File: config.mk
export PLATFORM = sky130hd
export DESIGN_NAME = attr_ctl_port
export DESIGN_NICKNAME = d
export VERILOG_FILES = /design/src/rtl/attr_pkg.sv /design/src/rtl/attr_phase_ctl.sv /design/src/rtl/attr_reg_bank.sv /design/src/rtl/attr_pix_map.sv /design/src/rtl/attr_ctl_port.sv
export SDC_FILE = /design/constraint.sdc
export NUM_CORES = 1
export LEC_CHECK = 0
export ABC_AREA = 0
export ABC_CLOCK_PERIOD_IN_PS = 1500
export CORE_MARGIN = 2
export CORE_UTILIZATION = 40
export DETAILED_ROUTE_END_ITERATION = 10
export PLACE_DENSITY_LB_ADDON = 0.05
export SLEW_MARGIN = 20
export SYNTH_ARGS = -nofsm -noshare
export SYNTH_HDL_FRONTEND = slang
export SYNTH_SLANG_ARGS = --single-unit
File: constraint.sdc
create_clock -name clk -period 1.5 [get_ports clk]
set_input_delay 0.15 -clock clk [delete_from_list [all_inputs] [get_ports clk]]
set_output_delay 0.15 -clock clk [all_outputs]
set_load 0.01 [all_outputs]
File: src/rtl/attr_pkg.sv
package attr_pkg;
  localparam int IDX_W      = 5;
  localparam int DW         = 8;
  localparam int NREG       = 21;
  localparam int NPAL       = 16;
  localparam int MODE_IDX   = 16;
  localparam int BORDER_IDX = 17;
  localparam int CSEL_IDX   = 20;

  // Index-port view: phase, spare, screen enable, index
  function automatic logic [DW-1:0] fmt_index(input logic ph, input logic scr,
                                               input logic [IDX_W-1:0] ix);
    return {ph, 1'b0, scr, ix};
  endfunction

  // Palette entry combined with colour select into a display colour
  function automatic logic [DW-1:0] dac_compose(input logic [DW-1:0] ent,
                                                input logic pg16,
                                                input logic [3:0] cs);
    logic [1:0] mid;
    mid = pg16 ? cs[1:0] : ent[5:4];
    return {cs[3:2], mid, ent[3:0]};
  endfunction
endpackage

File: src/rtl/attr_phase_ctl.sv
module attr_phase_ctl
  import attr_pkg::*;
#(
  parameter int IW = IDX_W,
  parameter int W  = DW
) (
  input  logic          clk,
  input  logic          rst_n,
  input  logic          bus_wr,
  input  logic [W-1:0]  bus_wdata,
  input  logic          stat_rd,
  output logic          phase_q,
  output logic [IW-1:0] idx_q,
  output logic          scr_q,
  output logic          data_we
);
  localparam int SCR_BIT = IW;

  logic idx_we;
  assign idx_we  = bus_wr && !phase_q;
  assign data_we = bus_wr && phase_q;

  always_ff @(posedge clk) begin
    if (!rst_n) begin
      phase_q <= 1'b0;
      idx_q   <= '0;
      scr_q   <= 1'b0;
    end else begin
      if (idx_we) begin
        idx_q <= bus_wdata[IW-1:0];
        scr_q <= bus_wdata[SCR_BIT];
      end
      if (stat_rd)     phase_q <= 1'b0;
      else if (bus_wr) phase_q <= !phase_q;
    end
  end

  a_r4_stat_clears: assert property (@(posedge clk) disable iff (!rst_n)
    stat_rd |=> !phase_q);
  a_r2_idx_to_data: assert property (@(posedge clk) disable iff (!rst_n)
    (idx_we && !stat_rd) |=> (phase_q && idx_q == $past(bus_wdata[IW-1:0])));
  a_r3_data_to_idx: assert property (@(posedge clk) disable iff (!rst_n)
    (data_we && !stat_rd) |=> !phase_q);
  a_r3_idx_held: assert property (@(posedge clk) disable iff (!rst_n)
    data_we |=> $stable(idx_q));
endmodule

File: src/rtl/attr_reg_bank.sv
module attr_reg_bank
  import attr_pkg::*;
#(
  parameter int IW = IDX_W,
  parameter int W  = DW,
  parameter int N  = NREG,
  parameter int CS = CSEL_IDX
) (
  input  logic               clk,
  input  logic               rst_n,
  input  logic               data_we,
  input  logic [IW-1:0]      idx,
  input  logic [W-1:0]       wdata,
  output logic [N-1:0][W-1:0] regs,
  output logic               hit,
  output logic [W-1:0]       sel_val
);
  localparam logic [W-1:0] CS_MASK = W'(8'h0F);

  logic [N-1:0] we_vec;
  assign hit     = (32'(idx) < N);
  assign sel_val = hit ? regs[idx] : '0;

  for (genvar g = 0; g < N; g++) begin : g_reg
    localparam logic [W-1:0] MASK = (g == CS) ? CS_MASK : '1;
    assign we_vec[g] = data_we && (32'(idx) == g);
    always_ff @(posedge clk) begin
      if (!rst_n)         regs[g] <= '0;
      else if (we_vec[g]) regs[g] <= wdata & MASK;
    end
  end

  a_r3_one_target: assert property (@(posedge clk) disable iff (!rst_n)
    $onehot0(we_vec));
  a_r7_no_write_unimpl: assert property (@(posedge clk) disable iff (!rst_n)
    (data_we && !hit) |=> $stable(regs));
  a_r3_csel_upper_zero: assert property (@(posedge clk) disable iff (!rst_n)
    regs[CS][W-1:4] == '0);
endmodule

File: src/rtl/attr_pix_map.sv
module attr_pix_map
  import attr_pkg::*;
#(
  parameter int W  = DW,
  parameter int N  = NREG,
  parameter int NP = NPAL
) (
  input  logic               clk,
  input  logic               rst_n,
  input  logic               scr,
  input  logic [$clog2(NP)-1:0] pix_in,
  input  logic [N-1:0][W-1:0] regs,
  output logic [W-1:0]       pix_out
);
  localparam int PW = $clog2(NP);

  logic [W-1:0] pal_ent, border, mode_r, lookup;
  logic [3:0]   cs;
  assign pal_ent = regs[{{(5-PW){1'b0}}, pix_in}];
  assign border  = regs[BORDER_IDX];
  assign mode_r  = regs[MODE_IDX];
  assign cs      = regs[CSEL_IDX][3:0];
  assign lookup  = dac_compose(pal_ent, mode_r[7], cs);

  always_ff @(posedge clk) begin
    if (!rst_n) pix_out <= '0;
    else        pix_out <= scr ? lookup : border;
  end

  a_r8_blank_border: assert property (@(posedge clk) disable iff (!rst_n)
    !scr |=> (pix_out == $past(border)));
  a_r9_low_nibble: assert property (@(posedge clk) disable iff (!rst_n)
    scr |=> (pix_out[3:0] == $past(pal_ent[3:0])));
endmodule

File: src/rtl/attr_ctl_port.sv
module attr_ctl_port
  import attr_pkg::*;
(
  input  logic       clk,
  input  logic       rst_n,
  input  logic       bus_wr,
  input  logic [7:0] bus_wdata,
  input  logic       stat_rd,
  input  logic       rd_stb,
  input  logic       rd_which,
  output logic [7:0] rd_q,
  output logic       scr_en,
  output logic [7:0] mode_q,
  output logic [7:0] border_q,
  output logic [3:0] csel_q,
  output logic       blink_sel,
  output logic       page16,
  input  logic [3:0] pix_in,
  output logic [7:0] pix_out
);
  logic                    phase_q, data_we, hit;
  logic [IDX_W-1:0]        idx_q;
  logic [NREG-1:0][DW-1:0] regs;
  logic [DW-1:0]           sel_val, idx_view;

  attr_phase_ctl u_phase (
    .clk(clk), .rst_n(rst_n), .bus_wr(bus_wr), .bus_wdata(bus_wdata),
    .stat_rd(stat_rd), .phase_q(phase_q), .idx_q(idx_q), .scr_q(scr_en),
    .data_we(data_we));

  attr_reg_bank u_bank (
    .clk(clk), .rst_n(rst_n), .data_we(data_we), .idx(idx_q),
    .wdata(bus_wdata), .regs(regs), .hit(hit), .sel_val(sel_val));

  attr_pix_map u_pix (
    .clk(clk), .rst_n(rst_n), .scr(scr_en), .pix_in(pix_in),
    .regs(regs), .pix_out(pix_out));

  assign idx_view  = fmt_index(phase_q, scr_en, idx_q);
  assign mode_q    = regs[MODE_IDX];
  assign border_q  = regs[BORDER_IDX];
  assign csel_q    = regs[CSEL_IDX][3:0];
  assign blink_sel = mode_q[3];
  assign page16    = mode_q[7];

  always_ff @(posedge clk) begin
    if (!rst_n)      rd_q <= '0;
    else if (rd_stb) rd_q <= rd_which ? sel_val : idx_view;
  end

  a_r6_read_keeps_phase: assert property (@(posedge clk) disable iff (!rst_n)
    (rd_stb && !bus_wr && !stat_rd) |=> $stable(phase_q));
  a_r5_index_view: assert property (@(posedge clk) disable iff (!rst_n)
    (rd_stb && !rd_which) |=> (rd_q[7] == $past(phase_q) && rd_q[5] == $past(scr_en)));
  a_r7_unimpl_reads_zero: assert property (@(posedge clk) disable iff (!rst_n)
    (rd_stb && rd_which && !hit) |=> (rd_q == 8'h00));
endmodule

==> results of run 1 <==
## path summary, 6_finish.rpt
| path | start | endpoint | slack [ps] | depth (start not counted) |
|---|---|---|---|---|
| worst max-delay path | u_phase.idx_q[0] | rd_q[6] | -260 | 5 |
| worst min-delay path | stat_rd | u_phase.phase_q | 260 | 2 |
| worst max register to register | u_phase.idx_q[0] | rd_q[6] | -260 | 5 |
| worst min register to register | u_bank.regs[157] | u_bank.regs[157] | 500 | 2 |
## power breakdown
group          internal, µW  switching (µW)  leakage (µW)  total, µW
logic                   618             716       0.00347       1330
clock network          2310            2320      0.000296       4630
registers              4990            39.1       0.00151       5030
## state kept, by name (all words and copies together), names as in the netlist
signal	cells
u_phase.scr_q	1
u_bank.regs	164
rd_q	8
u_phase.idx_q	5
u_phase.phase_q	1
u_pix.pix_out	8
## routing by layer
layer	share of wire [%]	global-route usage, %	routed length, µm	up-vias
met1	45	33.72	13670	3643
li1	-	-	-	3407
met3	4.8	4.099	1483	47
met2	47	41.94	14560	215
met4	3.2	9.567	994	0
met5	0	0	0	-
## timing repair
action | in CTS | in global routing
buffers inserted | 18 | 2
setup endpoints to repair | 204 | 177
pin swaps | 43 | 35
cloned | 5 | 0
gates resized for setup | 108 | 36
endpoints found under the hold margin | 0 | 0
## cells in the final DEF, fill, tap and decap left out, types with 4 or more instances in the layout
cell type / netlist / routed
a21oi_2: 0 / 4
a221oi_2: 0 / 10
a22o_1: 4 / 4
a22oi_1: 17 / 5
a22oi_2: 0 / 12
a31oi_1: 5 / 4
and2_1: 7 / 4
buf_12: 0 / 41
buf_4: 34 / 96
buf_6: 3 / 16
clkbuf_16: 0 / 17
clkdlybuf4s50_1: 0 / 18
dfxtp_1: 187 / 175
dfxtp_2: 0 / 8
dfxtp_4: 0 / 4
dlygate4sd2_1: 0 / 32
dlymetal6s2s_1: 0 / 5
inv_1: 7 / 7
inv_8: 0 / 5
mux2_4: 0 / 5
mux2i_1: 203 / 197
mux2i_2: 0 / 5
mux4_2: 48 / 48
nand2_1: 16 / 12
nand2_2: 0 / 4
nand3_2: 6 / 7
nand3_4: 0 / 5
nand3b_1: 6 / 6
nor2_1: 178 / 175
nor2b_1: 11 / 8
nor3_4: 9 / 9
o21ai_0: 8 / 5
o22ai_1: 6 / 6
## kinds of logic (layout without fill, tap and decap cells)
logic type | count (synthesis) | in the layout | synth area share, %
muxes | 257 | 257 | 34.02
xor gates and xnor gates | 1 | 1 | 0.09371
AOI/OAI and AO/OA | 71 | 71 | 5.461
buffers and inverters | 103 | 255 | 5.863
DFF | 187 | 187 | 40.05
and+or+nand+nor | 261 | 261 | 14.51
## final cells by class
| cell class | instances | area (µm²) | share of cell area [%] |
|---|---|---|---|
| Multi-Input combinational cell | 590 | 5460 | 43.18 |
| Sequential cell | 187 | 3769 | 29.80 |
| Timing Repair Buffer | 215 | 2387 | 18.88 |
| Clock buffer | 18 | 439.2 | 3.473 |
| Tap cell | 313 | 391.6 | 3.097 |
| Clock inverter | 14 | 165.2 | 1.306 |
| Inverter | 8 | 32.53 | 0.2573 |
## metrics by stage
stage | TNS [ps] | total power (µW) | utilization (%) | setup slack (ps)
after floorplan | -6499 | 5778 | - | -117.0
after global placement | -46780 | 6246 | 49.76 | -544.9
after detailed placement | -49230 | 6257 | 49.76 | -618.6
after CTS | -23250 | 11070 | 55.07 | -291.6
after global routing | -25420 | 11330 | 55.51 | -307.1
final | -15030 | 10990 | 55.51 | -264.9
## worst max-delay path, cell delays in order (launching register included)
cell and delay, ps:
dfxtp_4 420, buf_12 140, buf_16 130, mux4_2 590, a221oi_2 250, a311oi_1 110
==> reports/qor.yml, run 1 <==
die_w_um: 156.9
initial_core_util_pct: 41.04
numCtsBuffers: 17
cts_tree: "built"
drive_gt1_share_pct: 33.82
drc: 0
yosys-top-cells-area: "dfxtp_1 40%, mux2i_1 22%, mux4_2 12%"
crit_fanout: 5
path_clk_slew_ps: 80
critPathKind: "reg -> reg"
wl_per_cell_um: 22.83
avgSynthCellArea_um2: 10.62
yosysWarnings: 0
start_kind: "flop"
place_area_mm2: 0.01133
period_needed_ps: 1765
ys_top_cells_by_count: "203 x mux2i_1, 187 x dfxtp_1, 178 x nor2_1, 48 x mux4_2, 45 x clkbuf_1"
dieArea_mm2: 0.02461
slew_violations: 0
critPathRequiredTime_ps: 1820
htreeDepth: 4
syn-num-nets: 898
grt-ovfl-total: 0
port_buffers: 56
layout-area-overhead-vs-synth_pct: 35.27
yosysMostFrequentCell: "mux2i_1"
grt_pass1_wl_um: 46230
fp.dieH_um: 156.9
final_nets: 1037
ys_types: 50
instances_no_fill: 1345
cts.sinks: 187
fillers: 1977
num_rows: 55
p_per_area_mw_per_mm2: 869.4
holdWs_ps: 261.5
synth_seq_area_share_pct: 40.05
synth_area_mm2: 0.009348
violations: "setup timing"
synth_seq_cells: 187
ioPinCount: 57
setup_viol: 152
finalCritPeriodShare_pct: 117.7
timing.fmax_mhz: 566.6
ant_nets: 0
synthFlopType: "dfxtp_1"
via_per_inst: 5.436
skew_ps: 14.88
grt_max_degree: 66
drt_pass1_iterations: 4
wirelength_um: 30710
diodes: 0
syn-instance-count: 880
synth_area_leader_cell: "dfxtp_1"
postLayoutSetupSlackWorst_ps: -264.9
clk_path_buf_depth: 2
min_path_type: "in -> reg"
hold_viol: 0
ctsHoldBuffers: 0
leakage_uw: 0.005281
crit_arrival_ps: 2080
synth_edf_count: 0
gp_congestion: 0.8775
num_vias: 7312
rsz0062_at_grt: "true"
end_kind: "flop"
initialDrtViolationCount: 452
grt.total_usage_pct: 25.48
dp.cells: 1290
core_mm2: 0.02278
synth_top_area_share_pct: 40.05
status: "complete, but fails checks"
cts_root_buf: "clkbuf_16"
ir_drop_uv: 655.9
relSlewSlack_pct: 70.05
async_flop_share_pct: 0
clkLatencyLatePin_ps: 440
finalInstanceArea_mm2: 0.01264
dp_hpwl_um: 21630
tightest_slew_ps: 448.3
antenna_found_initial: 0
maxCapViolCount: 0
first_global_vias: 7435
Note: power is estimated with default switching activity, not from simulation.
==> run 2: changes to the inputs <==
--- a/config.mk
+++ b/config.mk
@@ -13,3 +13,3 @@
 export PLACE_DENSITY_LB_ADDON = 0.05
-export SLEW_MARGIN = 20
+export SLEW_MARGIN = 0
 export SYNTH_ARGS = -nofsm -noshare
==> constraint.sdc (replaced) <==
create_clock -name clk -period 1.5 [get_ports clk]
set_input_delay 0.225 -clock clk [delete_from_list [all_inputs] [get_ports clk]]
set_output_delay 0.225 -clock clk [all_outputs]
set_load 0.01 [all_outputs]
==> run 2 against run 1 <==
The run still ends with setup timing left. Clock power about the same. Sequential power about the same. Sequential share of layout area decreased by 0.45 points. Sequential cell count unchanged. Routed wire length decreased by 5.3%. Global-route usage decreased by 1.6 points. Critical path type unchanged. Critical endpoint is now rd_q[2]. Largest cell class unchanged. Largest power group unchanged.
==> reports/qor.yml, run 2 (synthesis gave the netlist of run 1 again) <==
top_regs: "u_bank.regs: 164 flops, rd_q: 8 flops, u_pix.pix_out: 8 flops"
cts_root_buf: "clkbuf_16"
htreeDepth: 4
place_area_mm2: 0.01131
antenna_found_initial: 0
worst-r2r-cell-count: 6
finalInstanceArea_mm2: 0.01284
switching_share_pct: 27.05
port_buffers: 56
setup_viol: 133
final_nets: 1052
dp_hpwl_um: 20730
wirelength_um: 29080
internal_power_uw: 8060
via_per_inst: 5.443
drt_pass1_iterations: 7
status: "complete, but fails checks"
start_kind: "flop"
path_cells: "buf_12 -> buf_12 -> mux4_2 -> mux2_4 -> nand2_2 -> a311oi_2"
maxCapViolCount: 0
ant_nets: 0
postLayoutSetupSlackWorst_ps: -243.8
largest_reg_flops: 164
final_common_cell: "mux2i_1"
violations: "setup timing"
reg2reg_to: "rd_q[2]"
r2r_setup_slack_ps: -240
hold_path_startpoint: "stat_rd"
grt_pass1_wl_um: 44190
drc: 0
seqPwrFrac_pct: 45.5
hold_viol: 0
hold-path-endpoint: "u_phase.phase_q"
wl_per_cell_um: 21.38
grt-ovfl-total: 0
crit_slowest_cell: "mux4_2"
fin_setup_tns_ps: -10740
fin_util_pct: 56.36
cts.sinks: 187
crit_top_cell: "buf_12"
p_per_area_mw_per_mm2: 860.7
largest-register: "u_bank.regs"
skew_ps: 15.77
p_clk_share_pct: 41.6
numCtsBuffers: 17
crit_fanout: 6
num_rows: 55
end_kind: "flop"
drive_gt1_share_pct: 34.19
min_path_type: "in -> reg"
grt.total_usage_pct: 23.92
clk_path_buf_depth: 2
first_global_vias: 7356
leakage_uw: 0.005280
cts_tree: "built"
path_buf_inv: 2
pre_cts_ws_ps: -670.1
critPathKind: "reg -> reg"
diodes: 0
tightest_slew_ps: 487.3
finalCritPeriodShare_pct: 116.3
instances_no_fill: 1360
initial_core_util_pct: 41.04
grt_max_degree: 42
dieArea_mm2: 0.02461
ir_drop_uv: 638.4
relSlewSlack_pct: 67.45
slowest_delay_ps: 500
ioPinCount: 57
period_needed_ps: 1744
core_mm2: 0.02278
fp.dieH_um: 156.9
worstReg2RegStart: "u_phase.idx_q[0]"
fillers: 1949
die_w_um: 156.9
p_comb_share_pct: 12.9
timing.fmax_mhz: 573.5
crit_arrival_ps: 2040
rsz0062_at_grt: "true"
dp.cells: 1280
gp_congestion: 0.8821
clkLatencyLatePin_ps: 430
path_clk_slew_ps: 80
layout_common_cells: "195 x mux2i_1, 177 x dfxtp_1, 174 x nor2_1"
initialDrtViolationCount: 499
hold_depth: 2
crit_family: "multiplexers"
num_vias: 7403
p_switching_uw: 2989
slew_violations: 0
layout-area-overhead-vs-synth_pct: 37.33
critPathRequiredTime_ps: 1800
[run 2: cell count changes in the layout (fill, tap and decap cells not counted), sizes merged, moves of 2 or more]
cell           before  now
dlygate4sd2        32   40
buf               157  173
dlymetal6s2s        5    1
clkinvlp            0    2
clkdlybuf4s50      18   14
[run 2: final cells by class]
cell class / instances / area [µm²] / share of cell area (%)
clock buffer: 17 / 425.4 / 3.314
clock inverter: 15 / 175.2 / 1.365
inverter: 8 / 32.53 / 0.2534
multi-input combinational: 590 / 5477 / 42.66
timing repair buffer: 230 / 2567 / 20.00
tap: 313 / 391.6 / 3.051
sequential: 187 / 3769 / 29.36
[run 2: power groups by stage]
stage               clock (µW)  sequential, µW  combinational (µW)
detailed placement           0            5160                1100
CTS                       4690            5030                1300
global route              4890            5030                1490
global placement             0            5160                1090
finish                    4600            5030                1420
floorplan                    0            5130                 651
[run 2: routing by layer]
layer / vias to the layer above / part of all wire [%] / global-route usage, %
met5: - / 0 / 0
met4: 0 / 1.5 / 6.335
met3: 28 / 5.6 / 5.179
met2: 222 / 48 / 39.68
met1: 3704 / 45 / 31.57
li1: 3449 / - / -
[run 2: stage by stage]
step                hold WS [ps]  power [µW]
floorplan                  294.9        5779
global placement           466.5        6250
detailed placement         481.4        6260
CTS                        361.7       11010
global route               369.8       11410
finish                     353.1       11050
[run 2: worst max path at each step]
stage,startpoint,end,cells past startpoint
after floorplan,u_phase.idx_q[2],u_bank.regs[140],5
after global placement,pix_in[0],u_pix.pix_out[3],6
after detailed placement,pix_in[0],u_pix.pix_out[2],6
after CTS,u_phase.idx_q[0],rd_q[6],5
after global routing,u_phase.idx_q[0],rd_q[6],5
final,u_phase.idx_q[0],rd_q[2],6
[run 2: repair_timing]
item | 4_1_cts | 5_1_grt
setup endpoints to repair | 213 | 171
buffers inserted | 21 | 26
gates cloned | 4 | 1
hold buffers | 0 | 0
endpoints found under the hold margin | 0 | 0
pin swaps | 26 | 45
gates resized for setup | 100 | 61
[run 2: worst reg2reg max path, delay by kind of cell (launching register included)]
family	cells	cell delay (ps)
flip-flops	1	400
multiplexers	2	820
buffers and inverters	2	260
AND/OR/NAND/NOR	1	70
AO/OA/AOI/OAI	1	80
==> run 3: changes to the inputs <==
ABC_CLOCK_PERIOD_IN_PS = 1600   (was 1500)
SLEW_MARGIN = 20   (was 0)
SYNTH_HIERARCHICAL = 1   (was unset)
clock period = 1.6 ns   (was 1.5 ns; I/O delays follow)
==> run 3 against run 2 <==
The run still ends with setup timing left. Critical path depth grew 1. Cell count grew 8.9%. First-iteration DRC count grew 21%. Critical endpoint unchanged. Largest cell class unchanged. Highest routed layer unchanged.
==> reports/qor.yml, run 3 <==
status: "complete, but fails checks"
violations: "setup timing"
critPathRequiredTime_ps: 1910
relSlewSlack_pct: 57.93
ir_drop_uv: 518.5
drc: 0
crit_slowest_cell: "mux4_2"
synth_area_mm2: 0.009656
rsz0062_at_grt: "true"
grt_util_met2_pct: 42.29
register_area_mm2: 0.003755
grt_pass1_wl_um: 49680
num_vias: 7960
cts_root_buf: "clkbuf_16"
p_switching_uw: 2658
finalInstanceArea_mm2: 0.01273
first_global_vias: 7870
syn-num-nets: 990
clkLatencyLatePin_ps: 440
grt-ovfl-total: 0
grt.total_usage_pct: 25.84
fp.dieH_um: 159.4
layout_common_cells: "182 x dfxtp_1, 147 x mux2i_1, 143 x buf_4"
initialDrtViolationCount: 605
core_mm2: 0.02361
antenna_found_initial: 0
slew_violations: 0
p_comb_share_pct: 11.7
final_common_cell: "dfxtp_1"
cts_tree: "built"
start_kind: "flop"
diodes: 0
met3_usage_pct: 4.611
path_cells: "buf_12 -> mux4_2 -> mux2i_1 -> buf_4 -> o211ai_1 -> mux2i_1 -> a21oi_1"
wirelength_um: 32480
crit_arrival_ps: 2330
setup_viol: 168
tightest_slew_ps: 628.8
final_nets: 1167
period_needed_ps: 2017
internal_power_uw: 7770
syn-instance-count: 972
finalCritPeriodShare_pct: 126.1
htreeDepth: 4
port_buffers: 56
p_clk_share_pct: 43.0
dieArea_mm2: 0.02540
dp.cells: 1433
numCtsBuffers: 17
avgSynthCellArea_um2: 9.934
crit_fanout: 5
gp_congestion: 0.8890
end_kind: "flop"
path_clk_slew_ps: 70
multi_input_area_mm2: 0.005482
hold_viol: 0
maxCapViolCount: 0
switching_share_pct: 25.49
postLayoutSetupSlackWorst_ps: -417.2
leakage_uw: 0.004820
grt_busiest_layer: "met2"
layout-area-overhead-vs-synth_pct: 31.83
top_regs: "u_bank/regs: 164 flops, rd_q: 8 flops, u_pix/pix_out: 8 flops"
drt_pass1_iterations: 5
seqPwrFrac_pct: 45.3
timing.fmax_mhz: 495.7
largest_reg_flops: 164
largest-register: "u_bank/regs"
ant_nets: 0
cts.sinks: 187
drive_gt1_share_pct: 26.76
p_per_area_mw_per_mm2: 819.2
initial_core_util_pct: 40.89
min_path_type: "in -> reg"
die_w_um: 159.4
clk_path_buf_depth: 2
via_per_inst: 5.375
dp_hpwl_um: 22440
yosysWarnings: 6
crit_top_cell: "mux2i_1"
place_area_mm2: 0.01174
instances_no_fill: 1481
fillers: 2141
wl_per_cell_um: 21.93
slowest_delay_ps: 550
use_met1_pct: 35.60
ioPinCount: 57
grt_max_degree: 115
skew_ps: 11.70
num_rows: 56
critPathKind: "reg -> reg"
## run 3: what timing repair did
action                     CTS  global route
pin swaps                   10             8
resized for setup           84            45
setup buffers               10             6
hold buffers                 0             0
gates cloned                 2             0
setup endpoints to repair  199           175
## run 3: final cells by class
cell class              count  share of cell area (%)
inverters                   1                 0.02949
multi-input cells         687                   43.06
clock inverters            13                   1.288
flip-flops and latches    187                   29.50
well taps                 319                   3.136
repair buffers            255                   19.50
clock buffers              19                   3.480
## run 3: final timing paths
| path | from | endpoint | slack (ps) | cells after the start |
|---|---|---|---|---|
| max | u_phase/idx_q[0] | rd_q[2] | -420 | 7 |
| min | stat_rd | u_phase/phase_q | 350 | 2 |
| max reg2reg | u_phase/idx_q[0] | rd_q[2] | -420 | 7 |
| min reg2reg | u_bank/regs[22] | u_bank/regs[22] | 460 | 2 |
## run 3: power groups by stage
stage	Combinational [µW]	Clock, µW	Sequential, µW
2_1_floorplan	634	0	4820
3_3_place_gp	1110	0	4820
3_5_place_dp	1110	0	4820
4_1_cts	1200	4590	4720
5_1_grt	1290	4750	4720
6_report	1220	4490	4720
## run 3: per-stage QoR
stage | setup TNS [ps] | hold slack, ps | total power [µW] | setup WS (ps) | util, %
3_3_place_gp | -60140 | 448.4 | 5939 | -452.1 | 49.74
3_5_place_dp | -60680 | 460.7 | 5936 | -467.3 | 49.74
5_1_grt | -32310 | 340.8 | 10760 | -501.9 | 53.91
4_1_cts | -21460 | 335.7 | 10510 | -413.7 | 53.60
6_report | -21960 | 354.3 | 10430 | -417.2 | 53.91
2_1_floorplan | -2486 | 302.1 | 5459 | -225.9 | -
## run 3: critical path, delay by kind of cell, from the launching register on
| kind | cells | cell delay, ps |
|---|---|---|
| AOI/OAI and AO/OA | 2 | 200 |
| buffers and inverters | 2 | 300 |
| DFF | 1 | 440 |
| muxes | 3 | 930 |
## run 3: metal layers
layer	part of all wire (%)	up-vias
met5	0	-
met4	1.5	0
met3	4.6	27
met2	48	199
met1	46	3910
li1	-	3824
